**src/rtl/nand_cmd_seq.sv**
```systemverilog
module nand_cmd_seq #(
  parameter int COL_W      = 12,
  parameter int ROW_W      = 16,
  parameter int LEN_W      = 12,
  parameter int TW         = 4,
  parameter int RB_GUARD   = 4,
  parameter int PAGE_BYTES = 2112
)(
  input  logic             clk,
  input  logic             rst_n,
  input  logic             req_valid,
  output logic             req_ready,
  input  logic [3:0]       req_op,
  input  logic [COL_W-1:0] req_col,
  input  logic [ROW_W-1:0] req_row,
  input  logic [LEN_W-1:0] req_len,
  input  logic [TW-1:0]    cfg_we_lo,
  input  logic [TW-1:0]    cfg_we_hi,
  input  logic             din_valid,
  output logic             din_ready,
  input  logic [7:0]       din_data,
  input  logic             rb_n,
  output logic             ce_n,
  output logic             cle,
  output logic             ale,
  output logic             we_n,
  output logic [7:0]       io_out,
  output logic             io_oe,
  output logic             busy,
  output logic             done,
  output logic             err
);
  localparam int GW = $clog2(RB_GUARD + 1);
  localparam logic [TW-1:0]    ONE_T = 1;
  localparam logic [LEN_W-1:0] ONE_L = 1;
  localparam logic [GW-1:0]    ONE_G = 1;
  localparam logic [GW-1:0]    GMAX  = GW'(RB_GUARD);
  localparam logic [3:0] ONE_I = 4'd1;

  localparam logic [3:0] OP_RD = 4'd0, OP_RDCB = 4'd1, OP_PG = 4'd2, OP_CP = 4'd3,
                         OP_CB = 4'd4, OP_ER = 4'd5, OP_ID = 4'd6, OP_ST = 4'd7,
                         OP_RS = 4'd8, OP_RI = 4'd9, OP_RO = 4'd10;

  typedef enum logic [2:0] {S_IDLE, S_STEP, S_SET, S_LOW, S_HIGH, S_WAIT} st_t;
  typedef enum logic [2:0] {K_CMD, K_ADR, K_DAT, K_WT, K_END} kind_t;

  st_t              st;
  logic [3:0]       op;
  logic [15:0]      col, row;
  logic [LEN_W-1:0] rem;
  logic [3:0]       idx;
  logic [TW-1:0]    cnt;
  logic [GW-1:0]    gcnt;

  kind_t      kind;
  logic [7:0] cbyte, abyte;
  logic [1:0] asel;

  wire [TW-1:0] lo_n = (cfg_we_lo == '0) ? ONE_T : cfg_we_lo;
  wire [TW-1:0] hi_n = (cfg_we_hi == '0) ? ONE_T : cfg_we_hi;

  wire uses_col = (req_op <= OP_CB) || (req_op == OP_RI) || (req_op == OP_RO);
  wire bad      = (req_op > OP_RO) || (uses_col && (int'(req_col) >= PAGE_BYTES));

  assign busy      = (st != S_IDLE);
  assign req_ready = (st == S_IDLE);
  assign din_ready = (st == S_STEP) && (kind == K_DAT) && (rem != '0);

  always_comb begin
    kind  = K_END;
    cbyte = 8'h00;
    asel  = idx[1:0] - 2'd1;
    case (op)
      OP_RD, OP_RDCB:
        case (idx)
          4'd0: begin kind = K_CMD; cbyte = 8'h00; end
          4'd1, 4'd2, 4'd3, 4'd4: kind = K_ADR;
          4'd5: begin kind = K_CMD; cbyte = (op == OP_RD) ? 8'h30 : 8'h35; end
          4'd6: kind = K_WT;
          default: kind = K_END;
        endcase
      OP_PG, OP_CP, OP_CB:
        case (idx)
          4'd0: begin kind = K_CMD; cbyte = (op == OP_CB) ? 8'h85 : 8'h80; end
          4'd1, 4'd2, 4'd3, 4'd4: kind = K_ADR;
          4'd5: kind = K_DAT;
          4'd6: begin kind = K_CMD; cbyte = (op == OP_CP) ? 8'h15 : 8'h10; end
          4'd7: kind = K_WT;
          default: kind = K_END;
        endcase
      OP_ER:
        case (idx)
          4'd0: begin kind = K_CMD; cbyte = 8'h60; end
          4'd1: begin kind = K_ADR; asel = 2'd2; end
          4'd2: begin kind = K_ADR; asel = 2'd3; end
          4'd3: begin kind = K_CMD; cbyte = 8'hD0; end
          4'd4: kind = K_WT;
          default: kind = K_END;
        endcase
      OP_ID, OP_ST, OP_RS:
        if (idx == 4'd0) begin
          kind  = K_CMD;
          cbyte = (op == OP_ID) ? 8'h90 : (op == OP_ST) ? 8'h70 : 8'hFF;
        end
      OP_RI, OP_RO:
        case (idx)
          4'd0: begin kind = K_CMD; cbyte = (op == OP_RI) ? 8'h85 : 8'h05; end
          4'd1, 4'd2: kind = K_ADR;
          4'd3: if (op == OP_RI) kind = K_DAT;
                else begin kind = K_CMD; cbyte = 8'hE0; end
          default: kind = K_END;
        endcase
      default: kind = K_END;
    endcase
  end

  always_comb
    case (asel)
      2'd0:    abyte = col[7:0];
      2'd1:    abyte = col[15:8];
      2'd2:    abyte = row[7:0];
      default: abyte = row[15:8];
    endcase

  always_ff @(posedge clk or negedge rst_n) begin
    if (!rst_n) begin
      st <= S_IDLE; op <= '0; col <= '0; row <= '0; rem <= '0; idx <= '0;
      cnt <= '0; gcnt <= '0; ce_n <= 1'b1; cle <= 1'b0; ale <= 1'b0;
      we_n <= 1'b1; io_out <= '0; io_oe <= 1'b0; done <= 1'b0; err <= 1'b0;
    end else begin
      done <= 1'b0;
      case (st)
        S_IDLE:
          if (req_valid) begin
            if (bad) begin
              done <= 1'b1;
              err  <= 1'b1;
            end else begin
              op   <= req_op;
              col  <= 16'(req_col);
              row  <= 16'(req_row);
              rem  <= req_len;
              idx  <= '0;
              ce_n <= 1'b0;
              st   <= S_STEP;
            end
          end
        S_STEP:
          case (kind)
            K_CMD, K_ADR: begin
              io_out <= (kind == K_CMD) ? cbyte : abyte;
              cle    <= (kind == K_CMD);
              ale    <= (kind == K_ADR);
              io_oe  <= 1'b1;
              st     <= S_SET;
            end
            K_DAT:
              if (rem == '0) idx <= idx + ONE_I;
              else if (din_valid) begin
                io_out <= din_data;
                cle    <= 1'b0;
                ale    <= 1'b0;
                io_oe  <= 1'b1;
                rem    <= rem - ONE_L;
                st     <= S_SET;
              end
            K_WT: begin
              cle   <= 1'b0;
              ale   <= 1'b0;
              io_oe <= 1'b0;
              gcnt  <= '0;
              st    <= S_WAIT;
            end
            default: begin
              done  <= 1'b1;
              err   <= 1'b0;
              ce_n  <= 1'b1;
              cle   <= 1'b0;
              ale   <= 1'b0;
              io_oe <= 1'b0;
              st    <= S_IDLE;
            end
          endcase
        S_SET: begin
          we_n <= 1'b0;
          cnt  <= lo_n - ONE_T;
          st   <= S_LOW;
        end
        S_LOW:
          if (cnt == '0) begin
            we_n <= 1'b1;
            cnt  <= hi_n - ONE_T;
            st   <= S_HIGH;
          end else cnt <= cnt - ONE_T;
        S_HIGH:
          if (cnt == '0) begin
            if (kind != K_DAT) idx <= idx + ONE_I;
            st <= S_STEP;
          end else cnt <= cnt - ONE_T;
        S_WAIT:
          if (gcnt < GMAX) gcnt <= gcnt + ONE_G;
          else if (rb_n) begin
            idx <= idx + ONE_I;
            st  <= S_STEP;
          end
        default: st <= S_IDLE;
      endcase
    end
  end

  p_we_ce_r1: assert property (@(posedge clk) disable iff (!rst_n)
    !we_n |-> !ce_n);
  p_low_stable_r1: assert property (@(posedge clk) disable iff (!rst_n)
    (!we_n && $past(!we_n)) |-> ($stable(io_out) && $stable(cle) && $stable(ale)));
  p_setup_r1: assert property (@(posedge clk) disable iff (!rst_n)
    $fell(we_n) |-> ($stable(io_out) && $stable(cle) && $stable(ale)));
  p_hold_r1: assert property (@(posedge clk) disable iff (!rst_n)
    $rose(we_n) |-> ($stable(io_out) && $stable(cle) && $stable(ale)));
  p_strobe_excl_r2: assert property (@(posedge clk) disable iff (!rst_n)
    !(cle && ale));
  p_din_edge_r7: assert property (@(posedge clk) disable iff (!rst_n)
    din_ready |-> (we_n && !ce_n));
  p_reject_quiet_r8: assert property (@(posedge clk) disable iff (!rst_n)
    (done && err) |-> (ce_n && $past(ce_n)));
  p_hold_busy_r9: assert property (@(posedge clk) disable iff (!rst_n)
    (st == S_WAIT && !rb_n) |=> (st == S_WAIT));
  p_done_ce_r11: assert property (@(posedge clk) disable iff (!rst_n)
    done |-> (ce_n && we_n));
endmodule

```
**config.mk**
```make
export PLATFORM = sky130hd
export DESIGN_NAME = nand_cmd_seq
export DESIGN_NICKNAME = d
export VERILOG_FILES = /design/src/rtl/nand_cmd_seq.sv
export SDC_FILE = /design/constraint.sdc
export NUM_CORES = 1
export LEC_CHECK = 0
export BUFFER_PORTS_ARGS = -buffer_cell sky130_fd_sc_hd__buf_2
export CAP_MARGIN = 20
export CORE_ASPECT_RATIO = 1.25
export CORE_MARGIN = 5
export CORE_UTILIZATION = 30
export DETAILED_ROUTE_END_ITERATION = 7
export PLACE_DENSITY = 0.55
export SYNTH_ARGS = -nofsm -noshare
export SYNTH_HDL_FRONTEND = slang
export SYNTH_SLANG_ARGS = --single-unit
```
**constraint.sdc**
```tcl
create_clock -name clk -period 3.4 [get_ports clk]
set_input_delay 0.68 -clock clk [delete_from_list [all_inputs] [get_ports clk]]
set_output_delay 0.68 -clock clk [all_outputs]
set_load 0.01 [all_outputs]
```
==> reports/metrics.csv, run 1 <==
stage;metric;value;unit
yosys;yosysTopAreaCell;dfrtp_1;
sta;max_clock_freq;311.7;MHz
power_and_ir_drop;pwr-share-seq;0.300;
route;avgRoutedWirePerCell;16.96;µm
yosys;ys_seq_elements;73;
sta;final_hold_viol_count;0;
floorplan;dieArea;0.01794;mm²
route;drc_errors;0;
worst_setup_path;crit_start;idx[0];
run;drv_cap;0;
yosys;synth_area;0.004603;mm²
floorplan;io_pins;83;
clock_network;cts_buffers;9;
clock_network;cts_buffer_depth;2;
power_and_ir_drop;p_sw_frac;0.4288;
sta;rsz0062_at_grt;no;
worst_setup_path;r2r.worst_path.cells;9;
sta;layout_min_cycle_time;3208;ps
grt;grt_pass1_wl;21050;µm
route;ant_nets;0;
route;vias;4019;
grt;overflow;0;
worst_setup_path;r2r-start;idx[0];
yosys;synth_enable_flop_cells;0;
power_and_ir_drop;p_leak;2.450;nW
worst_setup_path;cp-end-kind;output pin;
floorplan;row_count;50;
clock_network;cts_root_buf;clkbuf_16;
sta;worst_pin_slew;905.9;ps
grt;track_usage;0.1469;
yosys;avgSynthCellArea;9.530;µm²
clock_network;htree_levels;3;
finish;area_growth;21.12;%
power_and_ir_drop;power.density;998.9;mW/mm²
finish;final_util;0.3713;
route;dr.first_iter.drc_count;342;
sta;slew_headroom;0.3961;
finish;n_antenna_cell;0;
floorplan;dieWidth;120.8;µm
grt;antenna_found_initial;0;
clock_network;clock_latency;340;ps
floorplan;start_util;0.3066;
yosys;synthTopCellsByArea;dfrtp_1 39%, mux2_2 8.1%, nor2_1 3.8%;
finish;final_cell_mix;82 x buf_2, 71 x dfrtp_1, 47 x nor2_1;
power_and_ir_drop;p_clk_frac;0.180;
power_and_ir_drop;ir_worst_vdd;0.3977;mV
yosys;ys_types;73;
placement;portBuffers;82;
worst_setup_path;ff2ff_setup_slack;470;ps
route;drtPass1Iterations;5;
worst_setup_path;critPathMaxFanout;9;
power_and_ir_drop;p_switching;2.388;mW
placement;dp_hpwl;9562;µm
yosys;synthFlopType;dfrtp_1;
finish;fillCellCount;1517;
sta;finalMaxSlewViolations;0;
worst_setup_path;timing.rr.end;io_out[0];
sta;setup_violations;0;
floorplan;die_y;148.5;µm
sta;clock_skew;7.434;ps
grt;grt_pass1_vias;4074;
worst_setup_path;cp-start-kind;flop;
sta;min_period_over_period;0.9435;
sta;tns;0;ps
power_and_ir_drop;pwr-share-comb;0.520;
floorplan;coreArea;0.01501;mm²
clock_network;cts_sinks;73;
route;wl;12740;µm
yosys;seq_area_frac_synth;0.3974;
yosys;synth_top_area_frac;0.3860;
worst_setup_path;cp.arrival;2530;ps
route;viasPerCell;5.352;
yosys;synth_nets;558;
worst_hold_path;hold_class;input pin to async pin;
finish;drive_above_1_share;0.2970;
power_and_ir_drop;p_int;3.181;mW
worst_setup_path;critPathKind;flop to output pin;
worst_setup_path;critPathRequiredTime;2720;ps
yosys;synth-async-reset-ratio;1.000;
grt;grt_max_degree;40;
yosys;post_synth_inst_count;483;
yosys;synth_warnings;0;
clock_network;tritoncts;done;
finish;final_common_cell;buf_2;
clock_network;path_clk_slew;60;ps
run_status;outcome;complete, no violations;
placement;gp_congestion;0.8615;
finish;nets;639;
==> how the worst max path moves through the flow <==
stage	to	slack [ps]	cells after the start
3_3_place_gp	din_ready	420	8
2_1_floorplan	din_ready	620	9
4_1_cts	din_ready	30	8
5_1_grt	din_ready	30	8
3_5_place_dp	rem[11]	250	9
6_report	din_ready	190	8
==> cell families (layout without fill, tap and decap cells) <==
kind of cell	count (synthesis)	after routing	synth area share
xor+xnor	4	4	0.007612
mux	52	52	0.1343
fa+ha+maj	11	11	0.02936
flops	73	73	0.3974
buf+inv	45	131	0.03941
simple gates	161	161	0.1780
compound gates	137	137	0.2139
==> power by group through the flow <==
stage          Combinational (mW)  Sequential, mW  Clock (mW)
4_1_cts                      2.90            1.66        1.03
3_3_place_gp                 2.83            1.66           0
5_1_grt                      3.23            1.73        1.07
2_1_floorplan                2.20            1.53           0
3_5_place_dp                 2.88            1.68           0
6_report                     2.90            1.67        1.00
==> synthesized netlist by cell type, types with 4 or more instances <==
cell type / number
mux4_2: 4
a22o_1: 4
inv_1: 20
nand2b_1: 9
a31oi_1: 11
mux2i_1: 13
and2_1: 4
nor3_1: 16
nor2_1: 47
dfrtp_1: 71
mux2_2: 33
o21ai_0: 22
o21a_1: 4
clkbuf_1: 15
nand2_1: 41
nor4_1: 8
o22a_1: 10
or3_1: 5
ha_1: 10
a21oi_1: 31
o2bb2ai_1: 6
o21ai_1: 5
nor3b_1: 4
buf_2: 10
o31ai_1: 7
==> critical path, cell delays in order (launching register included) <==
cell     delay [ps]
dfrtp_1         450
inv_1           130
ha_1            400
nor2_1          140
nor4_1          520
a31oi_4         120
nand3_1         190
nor2_1           90
buf_2           140
==> timing repair <==
item | CTS | global route
endpoints found under the hold margin | 0 | 0
cloned | 0 | 0
endpoints found under the setup margin | 1 | 1
pin swaps | 0 | 1
setup buffers | 0 | 1
hold buffers | 0 | 0
resized for setup | 1 | 3
==> layer usage <==
metal / vias up / part of all wire / global-route usage
met2: 143 / 0.46 / 0.2344
li1: 1951 / - / -
met3: 11 / 0.069 / 0.04755
met5: - / 0 / 0
met1: 1914 / 0.46 / 0.1920
met4: 0 / 0.011 / 0.03968
==> per-stage QoR <==
stage | power [mW] | std cells | cell area (µm²) | setup WS [ps] | hold WS (ps)
global placement | 4.497 | 734 | 5238 | 420.2 | 451.3
global route | 6.028 | 751 | 5575 | 32.00 | 506.2
CTS | 5.593 | 750 | 5557 | 26.32 | 459.8
finish | 5.569 | 751 | 5575 | 192.3 | 458.5
floorplan | 3.732 | 483 | 4603 | 622.4 | 384.4
detailed placement | 4.555 | 734 | 5238 | 253.1 | 450.9
==> registers in the layout (all words and copies together), names as in the netlist, 3 cells and up <==
name	count
idx	4
op	4
rem	12
io_out	8
st	3
gcnt	3
cnt	4
row	16
col	12
==> final cells by class <==
cell class | count | area (µm²) | share of cell area
flip-flops and latches | 73 | 1829 | 0.3281
clock buffers | 10 | 239.0 | 0.04286
repair buffers | 95 | 520.5 | 0.09336
well taps | 182 | 227.7 | 0.04084
inverters | 20 | 75.07 | 0.01346
multi-input cells | 365 | 2610 | 0.4681
clock inverters | 6 | 73.82 | 0.01324
Power figures use the tool's default switching activity.
==> run 2: changes to the inputs <==
--- a/config.mk
+++ b/config.mk
@@ -5,6 +5,7 @@
 export SDC_FILE = /design/constraint.sdc
 export NUM_CORES = 1
 export LEC_CHECK = 0
+export ABC_AREA = 1
 export BUFFER_PORTS_ARGS = -buffer_cell sky130_fd_sc_hd__buf_2
 export CAP_MARGIN = 20
 export CORE_ASPECT_RATIO = 1.25
==> run 2 against run 1 <==
  * Cell count increased by 31%
  * Via count rose by 10%
  * Die area up 0.98%
  * First-iteration DRC count fell by 26%
  * Largest cell class unchanged
  * Sequential cell count stayed put
  * Critical path depth grew 4
  * Non-clock buffer count fell by 8
  * Highest routed layer is now met5
  * Hold slack got worse by 130 ps
  * Critical endpoint unchanged
==> reports/metrics.csv, run 2 <==
stage;metric;value;unit
route;viasPerCell;4.494;
power_and_ir_drop;p_leak;3.064;nW
finish;largest_register_ffs;16;
worst_setup_path;critPathRequiredTime;2720;ps
yosys;synth-async-reset-ratio;1.000;
worst_setup_path;cp_common_cell;nand2_1;
grt;grt_max_degree;41;
yosys;synthTopCellsByArea;dfrtp_1 38%, nand2_1 21%, nand3_1 6.6%;
grt;grt_pass1_vias;4443;
floorplan;dieWidth;121.4;µm
sta;setup_slack;333.4;ps
finish;final_cell_mix;263 x nand2_1, 82 x buf_2, 71 x dfrtp_1;
clock_network;cts_resized;0;
finish;n_antenna_cell;0;
route;ant_nets;0;
floorplan;die_y;149.2;µm
grt;grt_pass1_wl;20870;µm
sta;min_period_over_period;0.9019;
yosys;synth_top_area_frac;0.3819;
finish;finalNonFillerCells;985;
worst_setup_path;critPathKind;flop to output pin;
finish;top_register;row;
placement;pre_cts_ws;671.6;ps
yosys;seq_area_frac_synth;0.3932;
yosys;yosysTopAreaCell;dfrtp_1;
worst_hold_path;hold_class;input pin to async pin;
placement;dpl.cell_count;970;
worst_setup_path;cp-end-kind;output pin;
grt;track_usage;0.1419;
clock_network;htree_levels;3;
clock_network;tritoncts;done;
yosys;ys_types;38;
clock_network;path_clk_slew;50;ps
floorplan;io_pins;83;
worst_setup_path;cp_slowest_cell;dfrtp_1;
yosys;ys_seq_elements;73;
sta;final_hold_viol_count;0;
finish;drive_above_1_share;0.1759;
clock_network;hold_buffers;0;
clock_network;cts_root_buf;clkbuf_16;
sta;clock_skew;5.738;ps
clock_network;clock_latency;330;ps
clock_network;cts_buffers;9;
sta;layout_min_cycle_time;3067;ps
worst_setup_path;timing.rr.end;rem[10];
worst_setup_path;r2r.worst_path.cells;14;
clock_network;cts_buffer_depth;2;
route;avgRoutedWirePerCell;12.68;µm
finish;final_common_cell;nand2_1;
route;drtPass1Iterations;4;
route;wl;12490;µm
worst_setup_path;ff2ff_setup_slack;870;ps
worst_setup_path;crit_chain;inv_1, ha_1, inv_1, nand2_1, nand2_1, nand3_2, nand2_1, inv_2, nor2_2, nand3_4, nor3_1, buf_2;
placement;portBuffers;82;
finish;largest_registers;row: 16 flops, col: 12 flops, rem: 12 flops;
yosys;avgSynthCellArea;6.791;µm²
finish;area.sequential;0.001829;mm²
worst_setup_path;cp-start-kind;flop;
route;vias;4427;
yosys;synth_enable_flop_cells;0;
sta;max_clock_freq;326.1;MHz
placement;dp_hpwl;9644;µm
clock_network;cts_sinks;73;
grt;antenna_found_initial;1;
run;drv_cap;0;
finish;fillCellCount;1727;
sta;setup_violations;0;
power_and_ir_drop;ir_worst_vdd;0.4363;mV
yosys;post_synth_inst_count;685;
placement;gp_congestion;0.8338;
floorplan;start_util;0.3012;
worst_setup_path;cp.arrival;2390;ps
finish;area_growth;19.39;%
sta;worst_pin_slew;761.4;ps
sta;rsz0062_at_grt;no;
run_status;outcome;complete, no violations;
yosys;synth_most_common_cell;nand2_1;
yosys;synth_warnings;0;
floorplan;coreArea;0.01544;mm²
floorplan;dieArea;0.01811;mm²
worst_setup_path;r2r-start;idx[0];
route;drc_errors;0;
finish;multi_input_area;0.002465;mm²
yosys;synthFlopType;dfrtp_1;
worst_setup_path;slowest_delay;400;ps
yosys;synth_area;0.004652;mm²
route;dr.first_iter.drc_count;252;
grt;overflow;0;
floorplan;row_count;51;
worst_setup_path;critPathTopFamily;simple AND/OR/NAND/NOR gates;
sta;finalMaxSlewViolations;0;
power_and_ir_drop;power.density;974.0;mW/mm²
sta;tns;0;ps
finish;nets;844;
worst_setup_path;critPathMaxFanout;18;
clock_network;cts_setup_buffers;0;
yosys;netlist_top_cells_count;263 x nand2_1, 71 x dfrtp_1, 70 x inv_1;
worst_setup_path;cp_num_buf_inv;4;
yosys;synth_nets;760;
sta;slew_headroom;0.4919;
-- run 2: cell types whose count changed in the layout (fill, tap and decap cells not counted), moves of 13 or more --
cell     change
nand2_1    +222
nand3_1     +58
inv_1       +50
mux2_2      -33
a21oi_1     -19
o21ai_0     +19
nor2_1      +17
mux2i_1     -13
-- run 2: layout make-up --
type	instances	area share
multi-input cells	521	0.4438
flip-flops and latches	73	0.3294
repair buffers	87	0.08065
inverters	77	0.05204
well taps	212	0.04776
clock buffers	15	0.04641
-- run 2: worst max path at each step --
stage / to / start / slack, ps / depth (start not counted)
after floorplan: din_ready / idx[0] / 860 / 12
after global placement: din_ready / idx[0] / 700 / 12
after detailed placement: din_ready / idx[0] / 670 / 12
after CTS: din_ready / idx[0] / 310 / 12
after global routing: din_ready / idx[0] / 90 / 12
final: din_ready / idx[0] / 330 / 12
-- run 2: cell families (layout without fill, tap and decap cells) --
| group | after synthesis | in the layout | synth area share |
|---|---|---|---|
| AOI/OAI and AO/OA | 67 | 67 | 0.08446 |
| xor gates and xnor gates | 6 | 6 | 0.01130 |
| adders and majority gates | 10 | 10 | 0.02690 |
| buffers and inverters | 91 | 179 | 0.07692 |
| DFF | 73 | 73 | 0.3932 |
| and+or+nand+nor | 438 | 438 | 0.4072 |
-- run 2: layer usage --
layer  GRT usage  vias up  wire, µm
met5           0        -        13
met4     0.03363        2       155
met2      0.2550       84      6188
met1      0.1727     1985      5566
met3     0.02997       14       564
li1            -     2342         -
-- run 2: where the power goes --
part / switching, mW / internal (mW)
registers: 0.293 / 1.28
logic: 1.99 / 0.994
clock network: 0.344 / 0.512
-- run 2: per-stage QoR --
stage	power (mW)	hold slack, ps	cell area, µm²	util
2_1_floorplan	3.820	384.4	4652	-
3_3_place_gp	4.597	456.6	5296	0.3430
3_5_place_dp	4.607	460.4	5296	0.3430
4_1_cts	5.488	345.4	5554	0.3597
5_1_grt	6.027	374.4	5554	0.3597
6_report	5.410	324.7	5554	0.3597
==> run 3: changes to the inputs <==
--- a/config.mk
+++ b/config.mk
@@ -11,6 +11,7 @@
 export CORE_ASPECT_RATIO = 1.25
 export CORE_MARGIN = 5
 export CORE_UTILIZATION = 30
+export CTS_BUF_LIST = sky130_fd_sc_hd__clkbuf_16
 export DETAILED_ROUTE_END_ITERATION = 7
 export PLACE_DENSITY = 0.55
 export SYNTH_ARGS = -nofsm -noshare
==> run 3 against run 2 <==
  * First-iteration DRC count shrank 0.79%
  * Sequential power barely moved
  * Wire length is essentially flat
  * Global-route usage barely moved
  * Critical endpoint unchanged
==> reports/metrics.csv, run 3 (synthesis results as in run 2) <==
stage;metric;value;unit
worst_setup_path;cp_common_cell;nand2_1;
placement;dpl.cell_count;970;
finish;n_antenna_cell;0;
clock_network;htree_levels;3;
worst_setup_path;cp-end-kind;output pin;
sta;finalMaxSlewViolations;0;
route;viasPerCell;4.504;
sta;setup_slack;325.6;ps
sta;rsz0062_at_grt;no;
floorplan;coreArea;0.01544;mm²
worst_setup_path;path_depth;12;
grt;top_usage_layer;met2;
clock_network;cts_buffer_depth;2;
finish;final_cell_mix;263 x nand2_1, 82 x buf_2, 75 x inv_1;
finish;largest_register_ffs;16;
grt;antenna_found_initial;1;
finish;area_growth;19.18;%
route;wl;12490;µm
finish;final_common_cell;nand2_1;
finish;final_util;0.3590;
finish;drive_above_1_share;0.1746;
power_and_ir_drop;power.total;5.373;mW
route;ant_nets;0;
sta;final_hold_viol_count;0;
placement;placement.cell_area;0.005296;mm²
clock_network;clock_latency;330;ps
sta;worst_pin_slew;746.2;ps
route;drtPass1Iterations;4;
clock_network;path_clk_slew;50;ps
clock_network;cts_resized;0;
floorplan;start_util;0.3012;
worst_setup_path;crit_start;idx[0];
route;avgRoutedWirePerCell;12.68;µm
clock_network;hold_buffers;0;
grt;grtUsageMet3;0.02997;
sta;clock_skew;5.507;ps
worst_setup_path;cp.arrival;2390;ps
worst_setup_path;critPathTopFamily;simple AND/OR/NAND/NOR gates;
worst_setup_path;crit_chain;inv_1, ha_1, inv_1, nand2_1, nand2_1, nand3_2, nand2_1, inv_2, nor2_2, nand3_4, nor3_1, buf_2;
floorplan;io_pins;83;
worst_hold_path;hold_class;input pin to async pin;
grt;overflow;0;
sta;setup_violations;0;
placement;dp_hpwl;9644;µm
floorplan;dieArea;0.01811;mm²
placement;portBuffers;82;
power_and_ir_drop;p_leak;3.079;nW
sta;min_period_over_period;0.9042;
sta;tns;0;ps
floorplan;row_count;51;
run_status;outcome;complete, no violations;
clock_network;cts_root_buf;clkbuf_16;
worst_setup_path;ff2ff_setup_slack;870;ps
grt;track_usage;0.1420;
grt;use_met1;0.1729;
clock_network;cts_setup_buffers;0;
sta;layout_min_cycle_time;3074;ps
clock_network;cts_buffers;9;
finish;fillCellCount;1728;
worst_setup_path;cp_slowest_cell;dfrtp_1;
finish;largest_registers;row: 16 flops, col: 12 flops, rem: 12 flops;
clock_network;tritoncts;done;
sta;holdWs;321.7;ps
worst_setup_path;critPathRequiredTime;2720;ps
worst_setup_path;slowest_delay;400;ps
clock_network;cts_sinks;73;
placement;gp_congestion;0.8338;
finish;top_register;row;
worst_setup_path;cp_num_buf_inv;4;
route;dr.first_iter.drc_count;250;
finish;nets;844;
floorplan;die_y;149.2;µm
worst_setup_path;critPathMaxFanout;18;
grt;grt_pass1_wl;20880;µm
sta;slew_headroom;0.5020;
sta;max_clock_freq;325.3;MHz
grt;grt_pass1_vias;4444;
power_and_ir_drop;power.density;969.1;mW/mm²
route;vias;4436;
grt;grt_max_degree;41;
floorplan;dieWidth;121.4;µm
finish;final_cell_area;0.005544;mm²
power_and_ir_drop;ir_worst_vdd;0.4344;mV
placement;pre_cts_ws;671.6;ps
grt;use_met2;0.2550;
run;drv_cap;0;
worst_setup_path;timing.rr.end;rem[10];
worst_setup_path;r2r.worst_path.cells;14;
worst_setup_path;r2r-start;idx[0];
worst_setup_path;cp-endpoint;din_ready;
worst_setup_path;critPathKind;flop to output pin;
worst_setup_path;cp-start-kind;flop;
route;drc_errors;0;
finish;finalNonFillerCells;985;
==> run 3: power by group <==
group / leakage [nW] / total [mW] / switching (mW) / internal, mW
clock: 0.139 / 0.821 / 0.347 / 0.474
sequential: 0.914 / 1.57 / 0.293 / 1.28
combinational: 2.03 / 2.98 / 1.99 / 0.994
==> run 3: how the worst min path moves through the flow <==
stage	from	to	slack, ps	cells after the start
CTS	rst_n	rem[2]	350	1
detailed placement	io_out[2]	io_out[2]	460	2
floorplan	rst_n	ale	380	0
finish	rst_n	rem[6]	320	1
global route	rst_n	op[2]	370	1
global placement	we_n	we_n	460	2
==> run 3: area by class of cell <==
class / instances / area (µm²) / area share
tap: 212 / 265.3 / 0.04784
clock inverter: 6 / 22.52 / 0.004062
clock buffer: 9 / 225.2 / 0.04062
sequential: 73 / 1829 / 0.3299
multi-input combinational: 521 / 2465 / 0.4446
inverter: 77 / 289.0 / 0.05213
timing repair buffer: 87 / 447.9 / 0.08079
==> run 3: routing by layer <==
metal	wire (µm)	up-vias	part of all wire
li1	-	2343	-
met1	5531	1977	0.44
met2	6176	100	0.49
met3	617	14	0.049
met4	152	2	0.012
met5	13	-	0.0010
